**config.mk**
```make
export PLATFORM = sky130hd
export DESIGN_NAME = uart_fifo_ctl
export DESIGN_NICKNAME = d
export VERILOG_FILES = /design/src/rtl/uart_fifo_pkg.sv /design/src/rtl/uart_fifo_ctl_reg.sv /design/src/rtl/uart_byte_fifo.sv /design/src/rtl/uart_rx_status.sv /design/src/rtl/uart_fifo_ctl.sv
export SDC_FILE = /design/constraint.sdc
export NUM_CORES = 1
export LEC_CHECK = 0
export BUFFER_PORTS_ARGS = -buffer_cell sky130_fd_sc_hd__buf_4
export CAP_MARGIN = 20
export CORE_ASPECT_RATIO = 0.6
export CORE_MARGIN = 3
export CORE_UTILIZATION = 55
export CTS_CLUSTER_DIAMETER = 80
export DETAILED_ROUTE_END_ITERATION = 6
export PLACE_DENSITY = 0.69
export SETUP_SLACK_MARGIN = 0.02
export SYNTH_ARGS = -nofsm -noshare
export SYNTH_HDL_FRONTEND = slang
export SYNTH_HIERARCHICAL = 1
export SYNTH_SLANG_ARGS = --single-unit
```
**constraint.sdc**
```tcl
create_clock -name clk -period 8.7 [get_ports clk]
set_clock_uncertainty 0.1 [all_clocks]
set_input_delay 0.87 -clock clk [delete_from_list [all_inputs] [get_ports clk]]
set_output_delay 0.87 -clock clk [all_outputs]
set_load 0.05 [all_outputs]
```
**src/rtl/uart_fifo_pkg.sv**
```systemverilog
package uart_fifo_pkg;
  // control word bit positions
  localparam int CTL_EN      = 0;
  localparam int CTL_RXFL    = 1;
  localparam int CTL_TXFL    = 2;
  localparam int CTL_TRIG_LO = 6;
  localparam int CTL_TRIG_HI = 7;

  // receive thresholds in bytes
  localparam int LVL_A = 1;
  localparam int LVL_B = 8;
  localparam int LVL_C = 16;
  localparam int LVL_D = 32;

  typedef enum logic [1:0] {
    TRIG_ONE  = 2'b00,
    TRIG_EGT  = 2'b01,
    TRIG_SXT  = 2'b10,
    TRIG_TTW  = 2'b11
  } trig_e;
endpackage

```
**src/rtl/uart_fifo_ctl_reg.sv**
```systemverilog
module uart_fifo_ctl_reg
  import uart_fifo_pkg::*;
(
  input  logic       clk,
  input  logic       rst_n,
  input  logic       wr,
  input  logic [7:0] wdata,
  output logic       fifo_mode,
  output trig_e      trig,
  output logic       rx_flush,
  output logic       tx_flush
);
  logic en;
  logic unused_rsvd;

  assign en          = wdata[CTL_EN];
  assign unused_rsvd = &{1'b0, wdata[5:3]};

  // flushes are actions, never stored
  assign rx_flush = wr & (~en | wdata[CTL_RXFL] | ~fifo_mode);
  assign tx_flush = wr & (~en | wdata[CTL_TXFL] | ~fifo_mode);

  always_ff @(posedge clk or negedge rst_n) begin
    if (!rst_n) begin
      fifo_mode <= 1'b0;
      trig      <= TRIG_ONE;
    end else if (wr) begin
      fifo_mode <= en;
      if (en) trig <= trig_e'(wdata[CTL_TRIG_HI:CTL_TRIG_LO]);
    end
  end


  mode_off_chk: assert property (@(posedge clk) disable iff (!rst_n)
    (wr && !wdata[CTL_EN]) |=> !fifo_mode);


  mode_on_chk: assert property (@(posedge clk) disable iff (!rst_n)
    (wr && wdata[CTL_EN]) |=> fifo_mode);
endmodule

```
**src/rtl/uart_byte_fifo.sv**
```systemverilog
module uart_byte_fifo #(
  parameter int W     = 8,
  parameter int DEPTH = 64,
  localparam int CW   = $clog2(DEPTH + 1),
  localparam int PW   = (DEPTH > 1) ? $clog2(DEPTH) : 1
) (
  input  logic          clk,
  input  logic          rst_n,
  input  logic          flush,
  input  logic          single,
  input  logic          in_valid,
  input  logic [W-1:0]  in_data,
  output logic          in_ready,
  output logic          out_valid,
  input  logic          out_ready,
  output logic [W-1:0]  out_data,
  output logic [CW-1:0] count
);
  logic [W-1:0]  mem [DEPTH];
  logic [PW-1:0] wr_ptr, rd_ptr;
  logic [CW-1:0] cap;
  logic          push, pop;

  function automatic logic [PW-1:0] bump(input logic [PW-1:0] p);
    return (p == PW'(DEPTH - 1)) ? '0 : p + PW'(1);
  endfunction

  assign cap       = single ? CW'(1) : CW'(DEPTH);
  assign in_ready  = (count < cap);
  assign out_valid = (count != '0);
  assign out_data  = mem[rd_ptr];
  assign push      = in_valid & in_ready & ~flush;
  assign pop       = out_valid & out_ready & ~flush;

  always_ff @(posedge clk) begin
    if (push) mem[wr_ptr] <= in_data;
  end

  always_ff @(posedge clk or negedge rst_n) begin
    if (!rst_n) begin
      wr_ptr <= '0;
      rd_ptr <= '0;
      count  <= '0;
    end else if (flush) begin
      wr_ptr <= '0;
      rd_ptr <= '0;
      count  <= '0;
    end else begin
      if (push) wr_ptr <= bump(wr_ptr);
      if (pop)  rd_ptr <= bump(rd_ptr);
      count <= count + CW'(push) - CW'(pop);
    end
  end


  depth_bound_chk: assert property (@(posedge clk) disable iff (!rst_n)
    count <= CW'(DEPTH));


  flush_empty_chk: assert property (@(posedge clk) disable iff (!rst_n)
    flush |=> (count == '0));


  single_bound_chk: assert property (@(posedge clk) disable iff (!rst_n)
    (single && count != '0) |-> !in_ready);
endmodule

```
**src/rtl/uart_rx_status.sv**
```systemverilog
module uart_rx_status
  import uart_fifo_pkg::*;
#(
  parameter int CW = 7
) (
  input  logic          clk,
  input  logic          rst_n,
  input  logic          fifo_mode,
  input  trig_e         trig,
  input  logic [CW-1:0] rx_count,
  input  logic [CW-1:0] tx_count,
  input  logic          rx_ie,
  input  logic          tx_ie,
  input  logic          rx_flush,
  input  logic          err_clr,
  input  logic          push,
  input  logic [2:0]    push_flags,
  input  logic          pop,
  input  logic [2:0]    pop_flags,
  input  logic          drop,
  output logic          rx_irq,
  output logic          rx_dma_req,
  output logic          tx_req,
  output logic          tx_irq,
  output logic          data_ready,
  output logic          fifo_err,
  output logic [3:0]    line_err
);
  logic [CW-1:0] err_cnt;
  logic [CW-1:0] lvl;
  logic          reached;
  logic [3:0]    events;

  always_comb begin
    case (trig)
      TRIG_ONE: lvl = CW'(LVL_A);
      TRIG_EGT: lvl = CW'(LVL_B);
      TRIG_SXT: lvl = CW'(LVL_C);
      default:  lvl = CW'(LVL_D);
    endcase
  end

  assign reached    = fifo_mode ? (rx_count >= lvl) : (rx_count != '0);
  assign rx_irq     = rx_ie & reached;
  assign rx_dma_req = fifo_mode & (trig != TRIG_ONE) & reached;
  assign tx_req     = (tx_count == '0);
  assign tx_irq     = tx_ie & tx_req;
  assign data_ready = (rx_count != '0);
  assign fifo_err   = (err_cnt != '0);

  // entries in the queue that carry any flag
  always_ff @(posedge clk or negedge rst_n) begin
    if (!rst_n)        err_cnt <= '0;
    else if (rx_flush) err_cnt <= '0;
    else               err_cnt <= err_cnt + CW'(push & (|push_flags))
                                          - CW'(pop & (|pop_flags));
  end

  assign events = {push & push_flags[2], push & push_flags[1],
                   push & push_flags[0], drop};

  always_ff @(posedge clk or negedge rst_n) begin
    if (!rst_n) line_err <= '0;
    else        line_err <= (err_clr ? 4'b0 : line_err) | events;
  end


  dma_level_chk: assert property (@(posedge clk) disable iff (!rst_n)
    rx_dma_req |-> (rx_count >= CW'(LVL_B)));


  sticky_keep_chk: assert property (@(posedge clk) disable iff (!rst_n)
    (rx_flush && !err_clr && !push && !drop) |=> $stable(line_err));


  err_needs_data_chk: assert property (@(posedge clk) disable iff (!rst_n)
    fifo_err |-> (rx_count != '0));


  flush_clears_err_chk: assert property (@(posedge clk) disable iff (!rst_n)
    rx_flush |=> !fifo_err);
endmodule

```
**src/rtl/uart_fifo_ctl.sv**
```systemverilog
module uart_fifo_ctl
  import uart_fifo_pkg::*;
#(
  parameter int DW    = 8,
  parameter int DEPTH = 64,
  localparam int CW   = $clog2(DEPTH + 1)
) (
  input  logic          clk,
  input  logic          rst_n,
  input  logic          ctl_wr,
  input  logic [7:0]    ctl_wdata,
  input  logic          rx_int_en,
  input  logic          tx_int_en,
  input  logic          line_err_clr,
  input  logic          tx_in_valid,
  output logic          tx_in_ready,
  input  logic [DW-1:0] tx_in_data,
  output logic          tx_out_valid,
  input  logic          tx_out_ready,
  output logic [DW-1:0] tx_out_data,
  input  logic          rx_in_valid,
  input  logic [DW-1:0] rx_in_data,
  input  logic [2:0]    rx_in_flags,
  output logic          rx_out_valid,
  input  logic          rx_out_ready,
  output logic [DW-1:0] rx_out_data,
  output logic [2:0]    rx_out_flags,
  output logic          fifo_mode,
  output logic [CW-1:0] rx_count,
  output logic [CW-1:0] tx_count,
  output logic          data_ready,
  output logic          fifo_err,
  output logic [3:0]    line_err,
  output logic          tx_req,
  output logic          tx_irq,
  output logic          rx_irq,
  output logic          rx_dma_req
);
  localparam int RW = DW + 3;

  trig_e         trig;
  logic          rx_flush, tx_flush;
  logic          rx_room, rx_push, rx_pop, rx_drop;
  logic [RW-1:0] rx_head;

  uart_fifo_ctl_reg u_ctl (
    .clk       (clk),
    .rst_n     (rst_n),
    .wr        (ctl_wr),
    .wdata     (ctl_wdata),
    .fifo_mode (fifo_mode),
    .trig      (trig),
    .rx_flush  (rx_flush),
    .tx_flush  (tx_flush)
  );

  uart_byte_fifo #(.W(DW), .DEPTH(DEPTH)) u_txq (
    .clk       (clk),
    .rst_n     (rst_n),
    .flush     (tx_flush),
    .single    (~fifo_mode),
    .in_valid  (tx_in_valid),
    .in_data   (tx_in_data),
    .in_ready  (tx_in_ready),
    .out_valid (tx_out_valid),
    .out_ready (tx_out_ready),
    .out_data  (tx_out_data),
    .count     (tx_count)
  );

  uart_byte_fifo #(.W(RW), .DEPTH(DEPTH)) u_rxq (
    .clk       (clk),
    .rst_n     (rst_n),
    .flush     (rx_flush),
    .single    (~fifo_mode),
    .in_valid  (rx_in_valid),
    .in_data   ({rx_in_flags, rx_in_data}),
    .in_ready  (rx_room),
    .out_valid (rx_out_valid),
    .out_ready (rx_out_ready),
    .out_data  (rx_head),
    .count     (rx_count)
  );

  assign rx_out_data  = rx_head[DW-1:0];
  assign rx_out_flags = rx_head[RW-1:DW];
  assign rx_push      = rx_in_valid & rx_room;
  assign rx_drop      = rx_in_valid & ~rx_room;
  assign rx_pop       = rx_out_valid & rx_out_ready;

  uart_rx_status #(.CW(CW)) u_stat (
    .clk        (clk),
    .rst_n      (rst_n),
    .fifo_mode  (fifo_mode),
    .trig       (trig),
    .rx_count   (rx_count),
    .tx_count   (tx_count),
    .rx_ie      (rx_int_en),
    .tx_ie      (tx_int_en),
    .rx_flush   (rx_flush),
    .err_clr    (line_err_clr),
    .push       (rx_push),
    .push_flags (rx_in_flags),
    .pop        (rx_pop),
    .pop_flags  (rx_out_flags),
    .drop       (rx_drop),
    .rx_irq     (rx_irq),
    .rx_dma_req (rx_dma_req),
    .tx_req     (tx_req),
    .tx_irq     (tx_irq),
    .data_ready (data_ready),
    .fifo_err   (fifo_err),
    .line_err   (line_err)
  );


  drop_marks_overrun_chk: assert property (@(posedge clk) disable iff (!rst_n)
    (rx_drop && !line_err_clr) |=> line_err[0]);


  tx_flush_req_chk: assert property (@(posedge clk) disable iff (!rst_n)
    tx_flush |=> tx_req);
endmodule

```
======== After elaboration in Yosys (flattened, before gate mapping) ========
Memories as Yosys holds them, arrays and structs flattened.
Cells that the tools add are included.
storage, ports and cells
  bits of input ports ..................... 37
  flip-flop bits (word level) ............. 52
  bits in writable memories ............... 1216
  output and inout bits ................... 47
  memories ................................ 2
  logic and storage cells ................. 97
operators by class
  reductions and logical operators ........ 13
  muxes and demuxes ....................... 23
  bitwise gates (word level) .............. 30
  $lt $le $gt $ge ......................... 3
  eq/ne operators ......................... 6
  add/sub/neg operators ................... 10
memories
  name       depth  bits a word  read ports  clocked after Yosys merged registers in  wr ports  line                  RTL
  u_rxq.mem  64     11           1           0                                        1         uart_byte_fifo.sv:19  logic [W-1:0] mem [DEPTH];
  u_txq.mem  64     8            1           0                                        1         uart_byte_fifo.sv:19
operators with widths
  cell                                            count
  2-to-1 mux 6 bit                                12
  2-to-1 mux 7 bit                                4
  adder 6 x 1 -> 6 bit (second input constant)    4
  == test 6 bit (second input constant)           4
  nonzero test 7 bit                              3
  bitwise AND 1 bit                               20
  case mux 6 bit (3 select lines)                 1
  adder 7 x 1 -> 7 bit                            2
  less-than comparator 7 bit                      2
  subtractor 7 x 1 -> 7 bit                       2
  nonzero test 2 bit                              5
  adder 7 bit                                     1
  greater-or-equal comparator 7 x 6 -> 1 bit      1
  logical NOT 7 bit                               1
  subtractor 7 bit                                1
  OR reduction 3 bit                              2
  2-to-1 mux 1 bit                                5
  NOT 1 bit                                       5
  2-to-1 mux 4 bit                                1
  OR 1 bit                                        4
  OR 4 bit                                        1
  == test 2 x 1 -> 1 bit (second input constant)  1
  == test 2 bit (second input constant)           1
  logical NOT 2 bit                               1
  AND reduction 2 bit                             1

======== Logic depth before layout (Yosys ltp) ========
Gate-level depths: netlist of the first run.
  depth after elaboration ................. 9
  gate-level depth with buffers ........... 20
  mapped depth without buffers ............ 17

======== Modules after synthesis ========
The synthesis of the first run kept the hierarchy.
modules (own cells, without submodules)
  module                  seq. area each (sq um)  instances  area an instance (sq um)  cells an instance
  uart_byte_fifo (u_rxq)  21615.7                 1          28471.1                   1323
  uart_byte_fifo (u_txq)  15850.2                 1          21186.6                   1045
  uart_rx_status          275.3                   1          889.6                     97
  uart_fifo_ctl_reg       75.1                    1          138.9                     11
  uart_fifo_ctl           0.0                     1          26.3                      4

======== Worst setup path after synthesis of the first run ========
OpenSTA, ideal clock, no wires.
  kind .................................... flip-flop to flip-flop
  from .................................... reg u_rxq.rd_ptr[0]
  to ...................................... reg u_stat.err_cnt[6]
  arrival time ............................ 4.206 ns
  clock period less this slack ............ 4.442 ns
  path buffers ............................ 4
  required time ........................... 8.464 ns
  setup time .............................. 0.136 ns
  stages on the path, launching flop included .. 19
  path slack .............................. 4.258 ns
  cells stage by stage .................... dfrtp_1 > buf_4 > buf_8 > buf_8 > buf_6 > mux4_2 > mux2_2 > o221ai_1 > nand3_1 > o31a_1 > ha_1 > inv_1 > ha_1 > inv_1 > fa_1 > nor2b_1 > o221ai_1 > a21oi_1 > o211ai_1
between the ends
  word-level cells in the longest chain between the ends .. 5
ends and longest elaborated chain
  item                       line                  RTL
  start: declaration         uart_byte_fifo.sv:20  logic [PW-1:0] wr_ptr, rd_ptr;
  start signal: assignment   uart_byte_fifo.sv:50  if (pop) rd_ptr <= bump(rd_ptr);
  memory read (64 x 11 bit)  n/a
  via rx_out_flags[1]        uart_fifo_ctl.sv:27   output logic [2:0] rx_out_flags,
  OR reduction 3 bit         uart_rx_status.sv:56  - CW'(pop & (|pop_flags));
  bitwise AND 1 bit          uart_rx_status.sv:56
  subtractor 7 bit           uart_rx_status.sv:56
  2-to-1 mux 7 bit           uart_rx_status.sv:54  else if (rx_flush) err_cnt <= '0;
  end signal: assignment     uart_rx_status.sv:55  else err_cnt <= err_cnt + CW'(push & (|push_flags))
  end: declaration           uart_rx_status.sv:29  logic [CW-1:0] err_cnt;
The timed path passes the listed nets, and every way through them passes these cells.
A chain may end at the register's enable or synchronous reset.

======== Final worst setup path of the first run ========
  from .................................... reg u_rxq.rd_ptr[1]
  to ...................................... out rx_out_data[5]
between the ends
  word-level cells in the longest chain between the ends .. 1
ends and longest elaborated chain
  item                       line                 RTL
  memory read (64 x 11 bit)  n/a
  end: declaration           uart_fifo_ctl.sv:26  output logic [DW-1:0] rx_out_data,
Every way passes these cells.

==> results of run 1 <==
[metal layers]
metal	up-vias	global-route usage [%]	wire length [um]	part of all wire, %
met5	-	0	0	0
met4	0	3.924	1569	1.4
li1	10470	-	-	-
met1	13480	39.75	50780	45
met3	138	6.441	12810	11
met2	1275	32.82	48440	43
[how the worst max path moves through the flow]
stage / to / cells past startpoint
3_3_place_gp: u_stat/err_cnt[6] / 15
2_1_floorplan: u_stat/err_cnt[6] / 18
3_5_place_dp: u_stat/err_cnt[6] / 15
4_1_cts: rx_out_data[5] / 8
6_report: rx_out_data[5] / 8
5_1_grt: rx_out_data[5] / 8
[flip-flops by register name (all words and copies together) (netlist names), 4 cells and up]
signal	cells
u_txq/wr_ptr	6
u_rxq/wr_ptr	6
u_txq/count	7
u_stat/err_cnt	7
u_rxq/count	7
u_txq/mem	512
u_stat/line_err	4
u_rxq/rd_ptr	6
u_rxq/mem	704
u_txq/rd_ptr	6
[final cells by class]
class	count	share of cell area, %
diodes	3	0.01329
clock buffers	136	5.136
clock inverters	69	1.293
inverters	38	0.2525
multi-input cells	1043	21.20
flip-flops and latches	1268	66.98
well taps	1218	2.698
repair buffers	167	2.430
[cells by family after synthesis]
| group | count (synthesis) | synth area share [%] |
|---|---|---|
| fa+ha+maj | 46 | 1.179 |
| buf+inv | 169 | 1.828 |
| simple gates | 379 | 3.486 |
| compound gates | 176 | 2.319 |
| flops | 1268 | 74.57 |
| mux | 422 | 16.27 |
| xor+xnor | 20 | 0.3454 |
[cells in the mapped netlist (26+ instances only)]
library cell	instances
nor2_1	180
a21oi_1	45
inv_1	38
buf_4	26
clkbuf_1	37
mux4_2	318
buf_2	39
edfxtp_1	1216
ha_1	43
mux2i_1	83
dfrtp_1	52
nand2_1	72
[report_power, final]
group | total (W) | switching [W] | internal [W] | leakage (nW)
registers | 0.00695 | 0.000169 | 0.00678 | 11.6
logic | 0.00287 | 0.00164 | 0.00123 | 4.19
clock network | 0.00490 | 0.00217 | 0.00274 | 1.76
[metrics by stage]
stage               power (W)  hold slack (ns)
global placement     0.009879           0.3726
floorplan            0.009155           0.4408
CTS                   0.01483           0.1192
detailed placement   0.009950           0.3856
finish                0.01472           0.1352
global route          0.01529           0.1521
==> impl_metrics.tcl, run 1 <==
set metrics [dict create \
    netlist_top_cells_area "edfxtp_1 (72%), mux4_2 (14%), dfrtp_1 (2.6%)" \
    leakage_nw 17.55 \
    rr_endpoint "u_stat/err_cnt[6]" \
    cp_max_fo 68 \
    cts_buffer_depth 3 \
    critPathSlowestCell "dfrtp_4" \
    die_x_um 398.0 \
    dp_hpwl_mm 69.24 \
    clkLatencyLatePin_ns 0.71 \
    placed_cells 3718 \
    crit_type "flip-flop to output port" \
    cts_buffers 111 \
    n_fill_cell 6104 \
    critPathLaunchType "flip-flop" \
    syn-instance-count 2480 \
    multi_input_area_sq_um 11970 \
    grt_usage_pct 24.08 \
    max_freq_mhz 170.6 \
    yosysTopAreaCell "edfxtp_1" \
    placement.io_buffers 80 \
    cp.buffers_inverters 3 \
    final_util_pct 62.42 \
    final_common_cell "edfxtp_1" \
    preCtsSetupSlack_ns 3.195 \
    startpoint "u_rxq/rd_ptr[1]" \
    arrival_ns 4.89 \
    slew_viol_final 0 \
    reg2reg_slack_ns 3.17 \
    core-area_sq_um 90510 \
    final_cell_mix "edfxtp_1 (1216), mux4_2 (318), nor2_1 (180)" \
    wl_mm 113.6 \
    synthesis.area_sq_um 50710 \
    route.detailed.drc 2 \
    gp_congestion 0.8662 \
    rows 85 \
    wl_per_cell_um 28.82 \
    via_per_inst 6.434 \
    crit_family "buffers and inverters" \
    htree_levels 3 \
    setup_tns_ns 0 \
    clock-root-buffer "clkbuf_16" \
    nets 2712 \
    period_share_pct 67.39 \
    numClockSinks 1268 \
    reg2reg_depth 15 \
    outcome "finished, violations left" \
    postLayoutCellArea_sq_um 56490 \
    fin_cells 3942 \
    crit_path_end_kind "output port" \
    hold_viol 0 \
    syn_to_final_growth_pct 11.40 \
    rsz0062_at_grt "no" \
    async_reset_ff_share_pct 4.101 \
    slew-limit-headroom_pct 19.81 \
    tritoncts "done" \
    cts_hold_buf 0 \
    setup_viol 0 \
    tightest_slew_ns 1.198 \
    final-seq-area_sq_um 37840 \
    yosysWarnings 6 \
    cts.clk_slew.worst_paths_ns 0.06 \
    cp_cell_sequence "buf_12, buf_4, mux4_2, mux2i_1, a22oi_1, nand4_1, o21ai_1, buf_4" \
    peakVddDrop_uv 164.8 \
    drtIter0Drc 2903 \
    failed_checks "DRC" \
    synth_cell_types 62 \
    setup_slack_ns 2.837 \
    ys_ff_latch 1268 \
    slowest_delay_ns 1.01 \
    grt_max_degree 115 \
    io_pins 84 \
    die_height_um 241.2 \
    required_ns 7.73 \
    synth.top_cell.area_share_pct 72.00 \
    grt_pass1_wl_mm 168.0 \
    hold_class "primary input to async pin" \
    grt_antenna_before_repair 0 \
    crit_top_cell "buf_4" \
    period_minus_slack_ns 5.863 \
    grt-ovfl-total 0 \
    syn_nets 2563 \
    post_cts_buffers 0 \
    drive_gt1_share_pct 25.03 \
    p_per_area_nw_per_um2 260.6 \
    yosysSeqAreaShare_pct 74.57 \
    dieArea_sq_um 96000 \
    cts_resized 0 \
    grt_pass1_vias 24820 \
    start_util_pct 56.03 \
    dpl_cell_area_sq_um 52700 \
    drv_cap 0 \
    synth_edf_count 1216 \
    num_vias 25360 \
    synthFlopType "edfxtp_1" \
    syn_area_per_cell_sq_um 20.45 \
    drtPass1Iterations 7 \
    r2r-start "u_rxq/rd_ptr[0]" \
    antenna_left 0 \
]
Note: power is estimated with default switching activity, not from simulation.
==> inputs of run 2 (changes only) <==
PLACE_DENSITY = 0.72   (was 0.69)
clock period = 5.1 ns   (was 8.7 ns; I/O delays follow)
==> impl_metrics.tcl, run 2 (synthesis results as in run 1) <==
set metrics [dict create \
    diodes 0 \
    grt_pass1_vias 25410 \
    antenna_left 0 \
    largest_register "u_rxq/mem" \
    start_util_pct 56.03 \
    dpl_cell_area_sq_um 53160 \
    via_per_inst 6.393 \
    max_freq_mhz 209.8 \
    setup_viol 0 \
    critPathSlowestCell "dfrtp_4" \
    route.detailed.drc 0 \
    grt_max_degree 67 \
    grt_usage_pct 24.85 \
    largest_reg_flops 704 \
    die_x_um 398.0 \
    drtIter0Drc 3233 \
    final_util_pct 63.15 \
    p_comb_share_pct 19.6 \
    numClockSinks 1268 \
    htree_levels 3 \
    clkLatencyLatePin_ns 0.71 \
    grt_antenna_before_repair 6 \
    wl_mm 116.6 \
    p_int_w 0.01883 \
    clock-root-buffer "clkbuf_16" \
    cp_cell_sequence "buf_12, buf_12, buf_4, mux4_2, mux2i_1, a22oi_1, nand4_1, o21ai_1, buf_4" \
    setup_tns_ns 0 \
    arrival_ns 4.16 \
    period_minus_slack_ns 4.767 \
    cts_buffers 110 \
    dieArea_sq_um 96000 \
    dp_hpwl_mm 74.22 \
    core-area_sq_um 90510 \
    final_common_cell "edfxtp_1" \
    cts.clk_slew.worst_paths_ns 0.06 \
    nets 2766 \
    placement.io_buffers 80 \
    num_vias 25560 \
    rows 85 \
    tightest_slew_ns 1.016 \
    peakVddDrop_uv 334.6 \
    critPathLaunchType "flip-flop" \
    p_seq_share_pct 46.2 \
    outcome "finished, final reports clean" \
    rsz0062_at_grt "no" \
    hold_class "primary input to flip-flop" \
    gp_congestion 0.8841 \
    leakage_nw 17.98 \
    slew_viol_final 0 \
    tritoncts "done" \
    io_pins 84 \
    grt-ovfl-total 0 \
    drv_cap 0 \
    wl_per_cell_um 29.15 \
    post_cts_buffers 0 \
    power_switching_w 0.006929 \
    slowest_delay_ns 0.64 \
    required_ns 4.49 \
    die_height_um 241.2 \
    final_cell_mix "edfxtp_1 (1216), mux4_2 (318), buf_4 (202)" \
    cts_buffer_depth 3 \
    drtPass1Iterations 6 \
    drive_gt1_share_pct 26.97 \
    p_per_area_nw_per_um2 450.7 \
    grt_pass1_wl_mm 171.8 \
    period_share_pct 93.47 \
    reg_top3 "u_rxq/mem (704), u_txq/mem (512)" \
    slew-limit-headroom_pct 31.99 \
    crit_path_end_kind "output port" \
    postLayoutCellArea_sq_um 57160 \
    hold_viol 0 \
    crit_type "flip-flop to output port" \
    p_clk_share_pct 34.2 \
    syn_to_final_growth_pct 12.71 \
    cp_max_fo 23 \
    netSwitchingFraction_pct 26.90 \
]
[run 2: cell count changes in the layout (fill, tap and decap cells not counted), moves of 2 or more]
cell / previous run / this run
buf_12: 3 / 8
buf_4: 142 / 202
buf_6: 19 / 0
bufinv_16: 12 / 19
clkbuf_1: 22 / 12
clkinv_1: 26 / 18
clkinv_16: 2 / 0
clkinv_2: 17 / 28
clkinv_4: 1 / 5
diode_2: 3 / 0
dlygate4sd3_1: 0 / 9
[run 2: stage by stage]
step	power, W	cells	hold slack (ns)	worst slack [ns]
after floorplan	0.01562	2480	0.1144	0.6577
after global placement	0.01698	3777	0.3684	0.4788
after detailed placement	0.01711	3778	0.3873	0.4634
after CTS	0.02590	3997	0.06038	0.1110
after global routing	0.02670	3999	0.08763	0.04215
final	0.02576	3999	0.1056	0.3331
[run 2: metal layers]
| metal | vias up | routed length (um) | global-route usage, % |
|---|---|---|---|
| li1 | 10590 | - | - |
| met1 | 13410 | 49980 | 39.41 |
| met2 | 1386 | 49070 | 33.17 |
| met3 | 176 | 14670 | 8.276 |
| met4 | 4 | 2822 | 6.597 |
| met5 | - | 22 | 0 |
[run 2: final cells by class]
cell class / instances / area (sq um)
clock buffer: 128 / 2903
clock inverter: 82 / 960.9
fill: 5983 / 33350
multi-input combinational: 1043 / 11970
inverter: 38 / 142.6
tap: 1218 / 1524
timing repair buffer: 222 / 1814
sequential: 1268 / 37840
[run 2: worst max-delay path, delay by kind of cell (launching register included)]
family                 cells  cell delay [ns]
AO/OA/AOI/OAI              2             0.43
buffers and inverters      4             1.05
flip-flops                 1             0.64
multiplexers               2             0.85
AND/OR/NAND/NOR            1             0.41
[run 2: final timing paths]
path / from / to / slack, ns / depth (start not counted)
min in group asynchronous: rst_n / u_ctl/fifo_mode / 0.33 / 2
worst max-delay path: u_rxq/rd_ptr[0] / rx_out_data[2] / 0.33 / 9
max in group asynchronous: rst_n / u_rxq/rd_ptr[0] / 3.86 / 2
worst min register to register: u_stat/line_err[1] / u_stat/line_err[1] / 0.42 / 1
worst max register to register: u_rxq/rd_ptr[0] / u_stat/err_cnt[6] / 0.35 / 17
worst min-delay path: ctl_wdata[0] / u_ctl/trig[1] / 0.11 / 3
[run 2: repair_timing]
item / in CTS / in global routing
hold endpoints to repair: 58 / 0
gates resized for setup: 0 / 3
hold buffers: 9 / 0
endpoints found under the setup margin: 0 / 2
[run 2: power by group through the flow]
stage	clock (W)	sequential, W	combinational (W)
floorplan	0	0.0121	0.00351
global placement	0	0.0121	0.00487
detailed placement	0	0.0121	0.00498
CTS	0.00897	0.0119	0.00502
global route	0.00939	0.0119	0.00538
finish	0.00881	0.0119	0.00504
